## config.mk

```make
export PLATFORM = sky130hd
export DESIGN_NAME = crc4_serial_unit
export DESIGN_NICKNAME = d
export VERILOG_FILES = /design/src/rtl/crc4_pkg.sv /design/src/rtl/crc4_stage.sv /design/src/rtl/crc4_pad.sv /design/src/rtl/crc4_shift.sv /design/src/rtl/crc4_result.sv /design/src/rtl/crc4_serial_unit.sv
export SDC_FILE = /design/constraint.sdc
export NUM_CORES = 1
export LEC_CHECK = 0
export ABC_AREA = 1
export BUFFER_PORTS_ARGS = -buffer_cell sky130_fd_sc_hd__buf_4
export CAP_MARGIN = 5
export CELL_PAD_IN_SITES_DETAIL_PLACEMENT = 0
export CELL_PAD_IN_SITES_GLOBAL_PLACEMENT = 1
export CORE_ASPECT_RATIO = 1.4
export CORE_MARGIN = 2
export CORE_UTILIZATION = 33
export DETAILED_ROUTE_END_ITERATION = 8
export PLACE_DENSITY_LB_ADDON = 0.1
export SETUP_SLACK_MARGIN = 0.3
export SLEW_MARGIN = 25
export SYNTH_ARGS = -nofsm -noshare
export SYNTH_HDL_FRONTEND = slang
export SYNTH_HIERARCHICAL = 1
export SYNTH_SLANG_ARGS = --single-unit
```

## constraint.sdc

```tcl
create_clock -name clk_i -period 1.8 [get_ports clk_i]
set_clock_uncertainty 0.1 [all_clocks]
set_input_delay 0.09 -clock clk_i [delete_from_list [all_inputs] [get_ports clk_i]]
set_output_delay 0.09 -clock clk_i [all_outputs]
set_load 0.02 [all_outputs]
```

## src/rtl/crc4_pkg.sv

```systemverilog
package crc4_pkg;
  localparam int unsigned CRC_W = 4;
  // lower generator coefficients (x^3 + x^0); x^4 is the feedback term
  localparam logic [CRC_W-1:0] CRC_POLY = 4'b1001;

  typedef enum logic {
    MODE_GEN = 1'b0,
    MODE_CHK = 1'b1
  } crc_mode_e;
endpackage

```

## src/rtl/crc4_stage.sv

```systemverilog
module crc4_stage #(
  parameter int unsigned W = crc4_pkg::CRC_W,
  parameter logic [W-1:0] POLY = crc4_pkg::CRC_POLY
) (
  input  logic [W-1:0] state_i,
  input  logic         din_i,
  output logic [W-1:0] next_o
);
  logic fb;
  assign fb = state_i[W-1];

  for (genvar i = 0; i < W; i++) begin : g_tap
    if (i == 0) begin : g_lsb
      assign next_o[i] = din_i ^ (POLY[i] & fb);
    end else begin : g_upper
      assign next_o[i] = state_i[i-1] ^ (POLY[i] & fb);
    end
  end
endmodule

```

## src/rtl/crc4_pad.sv

```systemverilog
module crc4_pad #(
  parameter int unsigned W = crc4_pkg::CRC_W,
  parameter logic [W-1:0] POLY = crc4_pkg::CRC_POLY
) (
  input  logic [W-1:0] state_i,
  output logic [W-1:0] padded_o
);
  logic [W:0][W-1:0] chain;
  assign chain[0] = state_i;

  // one zero-bit shift per stage of the register
  for (genvar k = 0; k < W; k++) begin : g_zero
    crc4_stage #(.W(W), .POLY(POLY)) u_stage (
      .state_i(chain[k]),
      .din_i  (1'b0),
      .next_o (chain[k+1])
    );
  end

  assign padded_o = chain[W];
endmodule

```

## src/rtl/crc4_shift.sv

```systemverilog
module crc4_shift #(
  parameter int unsigned W = crc4_pkg::CRC_W,
  parameter logic [W-1:0] POLY = crc4_pkg::CRC_POLY
) (
  input  logic         clk_i,
  input  logic         rst_ni,
  input  logic         valid_i,
  input  logic         start_i,
  input  logic         bit_i,
  output logic [W-1:0] next_o
);
  logic [W-1:0] state_q;
  logic [W-1:0] base;

  // start discards the previous frame in the same cycle
  assign base = start_i ? '0 : state_q;

  crc4_stage #(.W(W), .POLY(POLY)) u_stage (
    .state_i(base),
    .din_i  (bit_i),
    .next_o (next_o)
  );

  always_ff @(posedge clk_i or negedge rst_ni) begin
    if (!rst_ni) state_q <= '0;
    else if (valid_i) state_q <= next_o;
  end

  p_idle_hold_r7: assert property (@(posedge clk_i) disable iff (!rst_ni)
    !valid_i |=> $stable(state_q));

  p_start_zero_r6: assert property (@(posedge clk_i) disable iff (!rst_ni)
    (valid_i && start_i && !bit_i) |=> (state_q == '0));
endmodule

```

## src/rtl/crc4_result.sv

```systemverilog
module crc4_result #(
  parameter int unsigned W = crc4_pkg::CRC_W
) (
  input  logic         clk_i,
  input  logic         rst_ni,
  input  logic         valid_i,
  input  logic         start_i,
  input  logic         last_i,
  input  logic         chk_i,
  input  logic [W-1:0] rem_i,
  input  logic [W-1:0] padded_i,
  output logic [W-1:0] crc_o,
  output logic         err_o
);
  always_ff @(posedge clk_i or negedge rst_ni) begin
    if (!rst_ni) begin
      crc_o <= '0;
      err_o <= 1'b0;
    end else if (valid_i && last_i) begin
      crc_o <= chk_i ? rem_i : padded_i;
      err_o <= chk_i && (|rem_i);
    end else if (valid_i && start_i) begin
      crc_o <= '0;
      err_o <= 1'b0;
    end
  end

  p_hold_r8: assert property (@(posedge clk_i) disable iff (!rst_ni)
    !(valid_i && (start_i || last_i)) |=> ($stable(crc_o) && $stable(err_o)));

  p_start_clear_r8: assert property (@(posedge clk_i) disable iff (!rst_ni)
    (valid_i && start_i && !last_i) |=> (crc_o == '0 && !err_o));

  p_gen_no_err_r10: assert property (@(posedge clk_i) disable iff (!rst_ni)
    (valid_i && last_i && !chk_i) |=> !err_o);

  p_err_nonzero_r5: assert property (@(posedge clk_i) disable iff (!rst_ni)
    err_o |-> (crc_o != '0));
endmodule

```

## src/rtl/crc4_serial_unit.sv

```systemverilog
module crc4_serial_unit
  import crc4_pkg::*;
#(
  parameter int unsigned W = CRC_W,
  parameter logic [W-1:0] POLY = CRC_POLY
) (
  input  logic         clk_i,
  input  logic         rst_ni,
  input  logic         valid_i,
  input  logic         start_i,
  input  logic         last_i,
  input  logic         bit_i,
  input  logic         mode_i,
  output logic [W-1:0] crc_o,
  output logic         err_o
);
  crc_mode_e    mode_q;
  crc_mode_e    mode_eff;
  logic [W-1:0] rem;
  logic [W-1:0] padded;

  always_ff @(posedge clk_i or negedge rst_ni) begin
    if (!rst_ni) mode_q <= MODE_GEN;
    else if (valid_i && start_i) mode_q <= crc_mode_e'(mode_i);
  end

  // a one-bit frame uses the live mode
  assign mode_eff = (valid_i && start_i) ? crc_mode_e'(mode_i) : mode_q;

  crc4_shift #(.W(W), .POLY(POLY)) u_shift (
    .clk_i  (clk_i),
    .rst_ni (rst_ni),
    .valid_i(valid_i),
    .start_i(start_i),
    .bit_i  (bit_i),
    .next_o (rem)
  );

  crc4_pad #(.W(W), .POLY(POLY)) u_pad (
    .state_i (rem),
    .padded_o(padded)
  );

  crc4_result #(.W(W)) u_result (
    .clk_i   (clk_i),
    .rst_ni  (rst_ni),
    .valid_i (valid_i),
    .start_i (start_i),
    .last_i  (last_i),
    .chk_i   (mode_eff == MODE_CHK),
    .rem_i   (rem),
    .padded_i(padded),
    .crc_o   (crc_o),
    .err_o   (err_o)
  );

  p_mode_held_r9: assert property (@(posedge clk_i) disable iff (!rst_ni)
    !(valid_i && start_i) |=> $stable(mode_q));
endmodule

```

==> flow_summary.json, run 1 <==
{
  "grt_max_degree": 11,
  "synthesis.area_um2": 736,
  "die_h_um": 59.9,
  "status": "complete, but fails checks",
  "fin_area_um2": 983,
  "grt_overflow": 0,
  "synth_xor_area_share_pct": 0,
  "hp-class": "in -> reg",
  "wl_per_cell_um": 9.11,
  "via_per_inst": 4.25,
  "reg2reg_from": "u_shift/state_q[2]$_DFFE_PN0P_",
  "ant_nets": 0,
  "grt_pass1_vias": 696,
  "yosys.area_share.simple_pct": 44.0,
  "fin_crit_ns": 1.80,
  "die_area_um2": 2630,
  "max_freq_ghz": 0.555,
  "synthAdderAreaFrac_pct": 0,
  "endpoint_kind": "flip-flop",
  "clkLatencyLatePin_ns": 0.25,
  "drt-pass1-iter-count": 4,
  "hold_viol_final": 0,
  "drt_wl_total_um": 1560,
  "yosys_warnings": 6,
  "fillers": 251,
  "io_pins": 12,
  "cp-start-kind": "flip-flop",
  "antenna_found_initial": 0,
  "area_growth_pct": 33.7,
  "setup_viol": 1,
  "final_nets": 158,
  "core_um2": 2150,
  "synth_top_family_by_area": "simple AND/OR/NAND/NOR gates",
  "synth_cell_types": 10,
  "first_iter_violations": 10,
  "grt_pass1_wl_um": 2870,
  "hpwlAfterDp_um": 1190,
  "maxCapViolations": 0,
  "avgSynthCellArea_um2": 5.84,
  "path_clk_slew_ns": 0.06,
  "cts_tree": "done",
  "synth-seq-cells": 10,
  "vdd_ir_drop_max_v": 0.000208,
  "start_util_pct": 34.2,
  "worstHoldStart": "valid_i",
  "clock_path_buffers": 2,
  "routabilityCongestion": 0.729,
  "required_ns": 1.85,
  "cts_htree_levels": 1,
  "dp_slack_ns": -0.122,
  "rsz0062_at_grt": "true",
  "grt.total_usage_pct": 14.7,
  "num_rows": 20,
  "cp.arrival_ns": 1.85,
  "p_per_area_nw_per_um2": 689,
  "finalCritPeriodShare_pct": 100,
  "cts.sinks": 10,
  "die_w_um": 43.9,
  "leakagePower_nw": 0.569,
  "crit_start": "u_shift/state_q[2]$_DFFE_PN0P_",
  "drv_slew": 0,
  "synth_mux_area_share_pct": 0,
  "drc_errors": 0,
  "placed_area_um2": 840,
  "num_antenna_cells": 0,
  "drive_above_1_share_pct": 34.9,
  "fin_ws_ns": -0.00193,
  "cts-root-buf": "clkbuf_4",
  "violations": "negative setup slack",
  "cp_max_fo": 3,
  "synth_compound_area_share_pct": 0,
  "ys_seq_area_share_pct": 34.0,
  "cts_made_buffers": 3,
  "num_vias": 726,
  "syn_inst": 126,
  "crit_type": "reg -> reg",
  "io_buffers": 11
}
state kept, by name, summed over array words and instances, names as in the netlist:
name,flops
mode_q,1
u_shift/state_q,4
u_result/err_o,1
u_result/crc_o,4
critical path, stage by stage, from the launching register on:
cell and delay [ns]:
dfrtp_1 0.35, inv_1 0.05, nor2_2 0.11, inv_1 0.06
nand2_1 0.07, nand2_2 0.07, inv_2 0.07, nand2_2 0.06
nand2_4 0.09, inv_2 0.04, nand2_2 0.06, nand2_4 0.05
inv_2 0.05, nand2_2 0.04, nand2_2 0.08, inv_2 0.04
nand2_1 0.05, nand2_1 0.05, nand2_1 0.05, nand2_1 0.04
nand2_1 0.05, nand2_1 0.04
stage by stage:
stage	total power, mW	utilization, %	hold WS, ns	std cells	TNS [ns]
detailed placement	0.483	39.0	-0.174	161	-0.137
finish	0.677	45.7	0.0180	171	-0.00193
floorplan	0.437	-	-0.306	133	0
global route	0.737	45.7	0.0185	171	-0.333
CTS	0.659	42.6	0.0125	168	-0.0115
global placement	0.480	39.0	-0.175	161	-0.0389
cells in the final DEF (no fill, tap or decap):
master,n
nand2_1,55
buf_4,21
inv_1,14
nand2_2,11
dfrtp_1,10
inv_2,8
conb_1,8
nand3_1,6
nand2_4,4
clkbuf_4,3
nor2_1,3
nor2_2,3
dlygate4sd3_1,1
buf_6,1
nor2_4,1
synth_stat cells:
cell / instances / share of area (%)
nand2_1: 69 / 35
inv_1: 20 / 10
buf_4: 10 / 10
dfrtp_1: 10 / 34
nand3_1: 6 / 4.1
nor2_1: 6 / 3.1
inv_2: 2 / 1.0
conb_1: 1 / 0.51
nand2_2: 1 / 0.85
nor2_2: 1 / 0.85
path summary, 6_finish.rpt:
path	to	slack [ns]	cells after the start
min	u_shift/state_q[2]$_DFFE_PN0P_	0.02	3
max	u_result/crc_o[3]$_DFFE_PN0P_	-0.002	21
min in group asynchronous	u_shift/state_q[2]$_DFFE_PN0P_	0.10	2
max reg2reg	u_result/crc_o[3]$_DFFE_PN0P_	-0.002	21
max in group asynchronous	u_result/crc_o[3]$_DFFE_PN0P_	1.36	2
min reg2reg	u_shift/state_q[2]$_DFFE_PN0P_	0.38	2
timing repair:
action                                 in CTS  in global routing
endpoints found under the hold margin      10                  0
setup endpoints to repair                   3                  6
pin swaps                                   9                 11
hold buffers                                1                  0
buffers inserted                            3                  3
cloned                                      0                  0
gates resized for setup                    12                 14
routing by layer:
| layer | GRT usage (%) | vias to the layer above | share of wire (%) |
|---|---|---|---|
| met2 | 24.6 | 10 | 49 |
| li1 | - | 393 | - |
| met4 | 9.09 | 0 | 1.5 |
| met5 | 0 | - | 0 |
| met1 | 17.3 | 321 | 46 |
| met3 | 2.11 | 2 | 3.4 |
power by group:
| group | switching [mW] | internal (mW) | leakage (nW) | total [mW] |
|---|---|---|---|---|
| Clock | 0.0672 | 0.0768 | 0.0138 | 0.144 |
| Combinational | 0.152 | 0.117 | 0.424 | 0.269 |
| Sequential | 0.0131 | 0.251 | 0.131 | 0.264 |
final cells by class:
type                            count  area (um2)  share of cell area, %
Tap cell                           22        27.5                   2.80
Multi-Input combinational cell     91         422                   42.9
Inverter                           22        82.6                   8.40
Sequential cell                    10         250                   25.4
Timing Repair Buffer               23         179                   18.2
Clock buffer                        3        22.5                   2.29
kinds of logic (layout without fill, tap and decap cells):
kind of cell,Yosys count,in the layout
buffers and inverters,32,48
flip-flops,10,10
other,1,8
AND/OR/NAND/NOR,83,83
(Power assumes the default switching activity.)
==> run 2: changes to the inputs <==
Settings changed: ABC_AREA 1 to not set, CORE_ASPECT_RATIO 1.4 to not set, CORE_UTILIZATION 33 to 36.
==> run 2 against run 1 <==
  * The flow still finishes with violations (negative setup slack)
  * Critical endpoint is now u_result/crc_o[1]$_DFFE_PN0P_
  * Via count decreased by 46%
  * Count of clock-buffer cells in the layout increased by 1
  * Maximum frequency shrank 8.4%
  * Sequential share of layout area increased by 3.5 points
  * Worst setup slack lost 0.17 ns
  * Utilization grew 6.1 points
==> flow_summary.json, run 2 <==
{
  "antenna_found_initial": 0,
  "p_sw_share_pct": 32.0,
  "io_buffers": 11,
  "fin_crit_ns": 1.97,
  "drt_wl_total_um": 1140,
  "async_reset_ff_share_pct": 100,
  "start_util_pct": 37.4,
  "cts_tree": "done",
  "reg_top3": "u_result/crc_o: 4 flops, u_shift/state_q: 4 flops",
  "ant_nets": 0,
  "grt_pass1_vias": 427,
  "num_antenna_cells": 0,
  "leakagePower_nw": 0.422,
  "die_w_um": 45.6,
  "num_rows": 15,
  "endpoint_kind": "flip-flop",
  "hp-class": "in -> reg",
  "crit_type": "reg -> reg",
  "synthesis.area_um2": 624,
  "p_per_area_nw_per_um2": 1000,
  "synth_top_area_share_pct": 40.1,
  "yosys-top-cells-area": "dfrtp_1, xor2_1, buf_4",
  "grt_max_degree": 11,
  "yosys_warnings": 6,
  "synthTopCellsByCount": "buf_4, dfrtp_1, xor2_1",
  "synth-seq-cells": 10,
  "area_growth_pct": 38.5,
  "reg2reg_depth": 9,
  "post-place-cells": 83,
  "drt-pass1-iter-count": 2,
  "hold_viol_final": 0,
  "cp_slowest_cell": "dfrtp_1",
  "slowest_delay_ns": 0.38,
  "clock_path_buffers": 2,
  "synth_cell_types": 14,
  "combPwrFrac_pct": 44.0,
  "die_area_um2": 2080,
  "use_met1_pct": 20.8,
  "sequentialPowerShare_pct": 33.3,
  "cp-start-kind": "flip-flop",
  "yosysTopAreaCell": "dfrtp_1",
  "cpMostUsedCell": "xor2_2",
  "final_common_cell": "buf_4",
  "vdd_ir_drop_max_v": 0.000494,
  "switchingPower_mw": 0.278,
  "avgSynthCellArea_um2": 11.4,
  "wl_per_cell_um": 12.8,
  "final_nets": 80,
  "cts_made_buffers": 3,
  "intPower_mw": 0.590,
  "fin_util_pct": 51.8,
  "io_pins": 12,
  "grtUsageMet3_pct": 2.78,
  "violations": "negative setup slack",
  "grt_busiest_layer": "met1",
  "cts-root-buf": "clkbuf_4",
  "crit_chain": "nor2b_4 -> xor2_2 -> xor2_2 -> xor2_2 -> buf_4 -> buf_6 -> xor2_1 -> mux2i_1 -> o2bb2ai_1",
  "cp.arrival_ns": 2.05,
  "final_cell_mix": "buf_4, dfrtp_1, xor2_2, o2bb2ai_1",
  "setup_viol": 3,
  "clkLatencyLatePin_ns": 0.26,
  "finalCritPeriodShare_pct": 109,
  "clkPwrFrac_pct": 22.7,
  "path_clk_slew_ns": 0.07,
  "syn_inst": 55,
  "drive_above_1_share_pct": 50.0,
  "ys_seq_area_share_pct": 40.1,
  "drc_errors": 0,
  "cp_max_fo": 2,
  "grt_pass1_wl_um": 2020,
  "routabilityCongestion": 0.692,
  "status": "complete, but fails checks",
  "maxCapViolations": 0,
  "required_ns": 1.88,
  "max_freq_ghz": 0.508,
  "ys.flop_type": "dfrtp_1",
  "drv_slew": 0,
  "core_um2": 1670,
  "cts_htree_levels": 1,
  "fillers": 154,
  "hpwlAfterDp_um": 841,
  "rsz0062_at_grt": "true",
  "grt.met2_usage_pct": 18.9,
  "grt_overflow": 0,
  "die_h_um": 45.6,
  "fin_ws_ns": -0.168,
  "synth_enable_flop_cells": 0,
  "first_iter_violations": 2,
  "num_vias": 395,
  "min_delay_path_depth": 3,
  "grt.total_usage_pct": 14.2,
  "cts.sinks": 10,
  "stdcell_count": 89,
  "via_per_inst": 4.44
}
==> run 2: power by group through the flow <==
| stage | Combinational, mW | Sequential, mW | Clock (mW) |
|---|---|---|---|
| 6_report | 0.382 | 0.289 | 0.197 |
| 2_1_floorplan | 0.218 | 0.322 | 0 |
| 5_1_grt | 0.414 | 0.295 | 0.214 |
| 4_1_cts | 0.341 | 0.289 | 0.202 |
| 3_5_place_dp | 0.315 | 0.292 | 0 |
| 3_3_place_gp | 0.318 | 0.293 | 0 |
==> run 2: layout make-up <==
class                   instances  area, um2  share of cell area (%)
multi-input cells              37        389                    45.0
repair buffers                 21        168                    19.4
flip-flops and latches         10        250                    28.9
well taps                      17       21.3                    2.46
clock buffers                   4       36.3                    4.20
==> run 2: through the flow <==
| stage | setup TNS (ns) | hold slack (ns) | setup slack, ns | cell area (um2) | power (mW) |
|---|---|---|---|---|---|
| 5_1_grt | -0.883 | 0.0244 | -0.308 | 865 | 0.923 |
| 3_3_place_gp | -0.549 | -0.174 | -0.252 | 731 | 0.610 |
| 2_1_floorplan | -0.213 | -0.306 | -0.213 | 653 | 0.540 |
| 3_5_place_dp | -0.481 | -0.172 | -0.203 | 731 | 0.608 |
| 4_1_cts | -0.599 | 0.0179 | -0.222 | 800 | 0.832 |
| 6_report | -0.431 | 0.0241 | -0.168 | 865 | 0.867 |
==> run 2: logic make-up after synthesis <==
| family | count (synthesis) | synth area share [%] |
|---|---|---|
| AO/OA/AOI/OAI | 6 | 8.42 |
| XOR/XNOR | 10 | 14.0 |
| buffers and inverters | 11 | 13.8 |
| flip-flops | 10 | 40.1 |
| multiplexers | 9 | 16.0 |
| other | 1 | 0.601 |
| AND/OR/NAND/NOR | 8 | 7.01 |
==> run 2: what timing repair did <==
item | 4_1_cts | 5_1_grt
setup endpoints to repair | 5 | 6
resized for setup | 2 | 10
pin swaps | 5 | 7
hold buffers | 1 | 0
setup buffers | 1 | 0
endpoints found under the hold margin | 10 | 0
==> run 2: path summary, 6_finish.rpt <==
kind                                                        to                      startpoint  slack (ns)
max in group asynchronous        u_result/crc_o[3]$_DFFE_PN0P_                          rst_ni        1.36
min in group asynchronous           u_result/err_o$_DFFE_PN0P_                          rst_ni        0.10
worst max register to register   u_result/crc_o[1]$_DFFE_PN0P_  u_shift/state_q[2]$_DFFE_PN0P_       -0.17
worst min-delay path                u_result/err_o$_DFFE_PN0P_                          last_i        0.02
worst max-delay path             u_result/crc_o[1]$_DFFE_PN0P_  u_shift/state_q[2]$_DFFE_PN0P_       -0.17
worst min register to register  u_shift/state_q[1]$_DFFE_PN0P_  u_shift/state_q[1]$_DFFE_PN0P_        0.39
==> run 2: worst max-delay path: cells and delay by family (launching register included) <==
kind,cells,cell delay (ns)
muxes,1,0.10
AOI/OAI and AO/OA,1,0.16
DFF,1,0.38
and+or+nand+nor,1,0.13
xor gates and xnor gates,4,0.79
buffers and inverters,2,0.23
==> run 2: metal layers <==
layer	routed length, um	share of wire (%)
met1	579	51
met2	510	45
met3	32	2.8
met4	13	1.1
met5	0	0
==> run 3: changes to the inputs <==
Settings changed: ABC_AREA set to 1, CAP_MARGIN 5 to 10, CORE_UTILIZATION 36 to 33, PLACE_DENSITY set to 0.82, PLACE_DENSITY_LB_ADDON 0.1 to not set.
==> run 3 against run 2 <==
  * Sequential share of layout area down 5.4 points
  * Highest routed layer unchanged
  * Utilization down 2.4 points
  * The flow still finishes with violations (negative setup slack)
  * Final cell count up 110%
  * Via count up 83%
  * Global-route usage down 0.53 points
==> flow_summary.json, run 3 (synthesized netlist as in run 1, its figures left out) <==
{
  "io_buffers": 11,
  "wl_per_cell_um": 8.49,
  "cts.sinks": 10,
  "num_vias": 721,
  "leakagePower_nw": 0.608,
  "grt_overflow": 0,
  "grt_max_degree": 11,
  "grt_pass1_vias": 714,
  "drive_above_1_share_pct": 39.1,
  "placed_area_um2": 840,
  "fillers": 230,
  "max_freq_ghz": 0.552,
  "hold_ws_ns": 0.00807,
  "fin_crit_ns": 1.81,
  "p_per_area_nw_per_um2": 706,
  "finalCritPeriodShare_pct": 101,
  "combPwrFrac_pct": 38.1,
  "drt_wl_total_um": 1560,
  "start_util_pct": 34.2,
  "maxCapViolations": 0,
  "final_common_cell": "nand2_1",
  "reg2reg_depth": 18,
  "num_antenna_cells": 0,
  "via_per_inst": 3.92,
  "routabilityCongestion": 0.752,
  "cp-start-kind": "flip-flop",
  "clkPwrFrac_pct": 26.6,
  "path_clk_slew_ns": 0.07,
  "hold_viol_final": 0,
  "fin_ws_ns": -0.0122,
  "reg_top3": "u_result/crc_o: 4 flops, u_shift/state_q: 4 flops",
  "die_area_um2": 2620,
  "rsz0062_at_grt": "true",
  "ant_nets": 0,
  "required_ns": 1.86,
  "register_area_um2": 250,
  "clkLatencyLatePin_ns": 0.26,
  "core_um2": 2150,
  "vdd_ir_drop_max_v": 0.000539,
  "min_delay_path_depth": 3,
  "die_w_um": 51.2,
  "antenna_found_initial": 0,
  "sequentialPowerShare_pct": 35.4,
  "intPower_mw": 0.503,
  "hp-class": "in -> reg",
  "area_growth_pct": 44.2,
  "cp.arrival_ns": 1.87,
  "final_cell_mix": "nand2_1, buf_4, inv_2, inv_1",
  "cp_max_fo": 3,
  "drt-pass1-iter-count": 4,
  "fin_area_um2": 1060,
  "io_pins": 12,
  "cts_htree_levels": 1,
  "cts_tree": "done",
  "grt_pass1_wl_um": 2730,
  "crit_type": "reg -> reg",
  "switchingPower_mw": 0.246,
  "die_h_um": 51.2,
  "cts-root-buf": "clkbuf_4",
  "status": "complete, but fails checks",
  "power_mw": 0.750,
  "drv_slew": 0,
  "setup_viol": 1,
  "violations": "negative setup slack",
  "first_iter_violations": 12,
  "cts_made_buffers": 3,
  "final_nets": 164,
  "num_rows": 17,
  "endpoint_kind": "flip-flop",
  "grt.total_usage_pct": 13.7,
  "drc_errors": 0,
  "multiInputGateArea_um2": 429,
  "clock_path_buffers": 2,
  "hpwlAfterDp_um": 1120,
  "p_sw_share_pct": 32.9
}
[run 3: changes by cell type in the layout (fill, tap and decap cells not counted), sizes merged, moves of 5 or more]
cell / change
buf: +8
nand2: +68
o2bb2ai: -5
inv: +22
nor2: +7
mux2: -5
xor2: -10
nand3: +5
[run 3: area by class of cell]
class,count,area share [%]
clock buffer,4,3.42
inverter,22,7.78
multi-input combinational,91,40.4
sequential,10,23.6
tap,28,3.30
timing repair buffer,29,21.5
[run 3: critical path, cell delays in order (launching register included)]
cell and delay (ns):
dfrtp_1 0.36, inv_2 0.05, nor2_4 0.13, inv_2 0.05
buf_4 0.12, buf_4 0.12, buf_4 0.13, nand2_4 0.05
nand2_4 0.06, inv_2 0.05, nand2_1 0.05, nand2_2 0.09
inv_2 0.04, nand2_1 0.04, nand2_1 0.05, nand2_1 0.06
nand2_1 0.05, nand2_1 0.05, nand2_1 0.05
[run 3: metrics by stage]
stage                     util, %  setup TNS [ns]  cells  worst slack (ns)
after detailed placement     39.1          -0.124    166            -0.121
after global placement       39.1         -0.0780    166           -0.0780
after CTS                    44.7         -0.0395    179           -0.0395
after global routing         49.4          -0.380    184            -0.163
final                        49.4         -0.0122    184           -0.0122
after floorplan                 -               0    133            0.0782
[run 3: worst paths after layout]
check,start,slack [ns],to
max in group asynchronous,rst_ni,1.35,u_result/crc_o[1]$_DFFE_PN0P_
worst max-delay path,u_shift/state_q[3]$_DFFE_PN0P_,-0.01,u_result/crc_o[3]$_DFFE_PN0P_
worst min register to register,u_shift/state_q[1]$_DFFE_PN0P_,0.38,u_shift/state_q[1]$_DFFE_PN0P_
worst max register to register,u_shift/state_q[3]$_DFFE_PN0P_,-0.01,u_result/crc_o[3]$_DFFE_PN0P_
min in group asynchronous,rst_ni,0.11,mode_q$_DFF_PN0_
worst min-delay path,valid_i,0.008,u_shift/state_q[3]$_DFFE_PN0P_
[run 3: power by group through the flow]
stage | sequential (mW) | combinational, mW | clock, mW
4_1_cts | 0.264 | 0.245 | 0.209
6_report | 0.265 | 0.285 | 0.199
2_1_floorplan | 0.287 | 0.150 | 0
3_5_place_dp | 0.269 | 0.211 | 0
3_3_place_gp | 0.268 | 0.210 | 0
5_1_grt | 0.268 | 0.322 | 0.217
[run 3: what timing repair did]
action | CTS | global route
pin swaps | 5 | 11
resized for setup | 9 | 22
setup endpoints to repair | 3 | 6
hold buffers | 1 | 0
buffers inserted | 8 | 5
endpoints found under the hold margin | 10 | 0
[run 3: layer usage]
metal / vias to the layer above / track usage (%) / wire (um)
met3: 2 / 0.877 / 37
met5: - / 0 / 0
met2: 7 / 25.3 / 821
met1: 306 / 15.4 / 694
met4: 0 / 7.89 / 9
li1: 406 / - / -
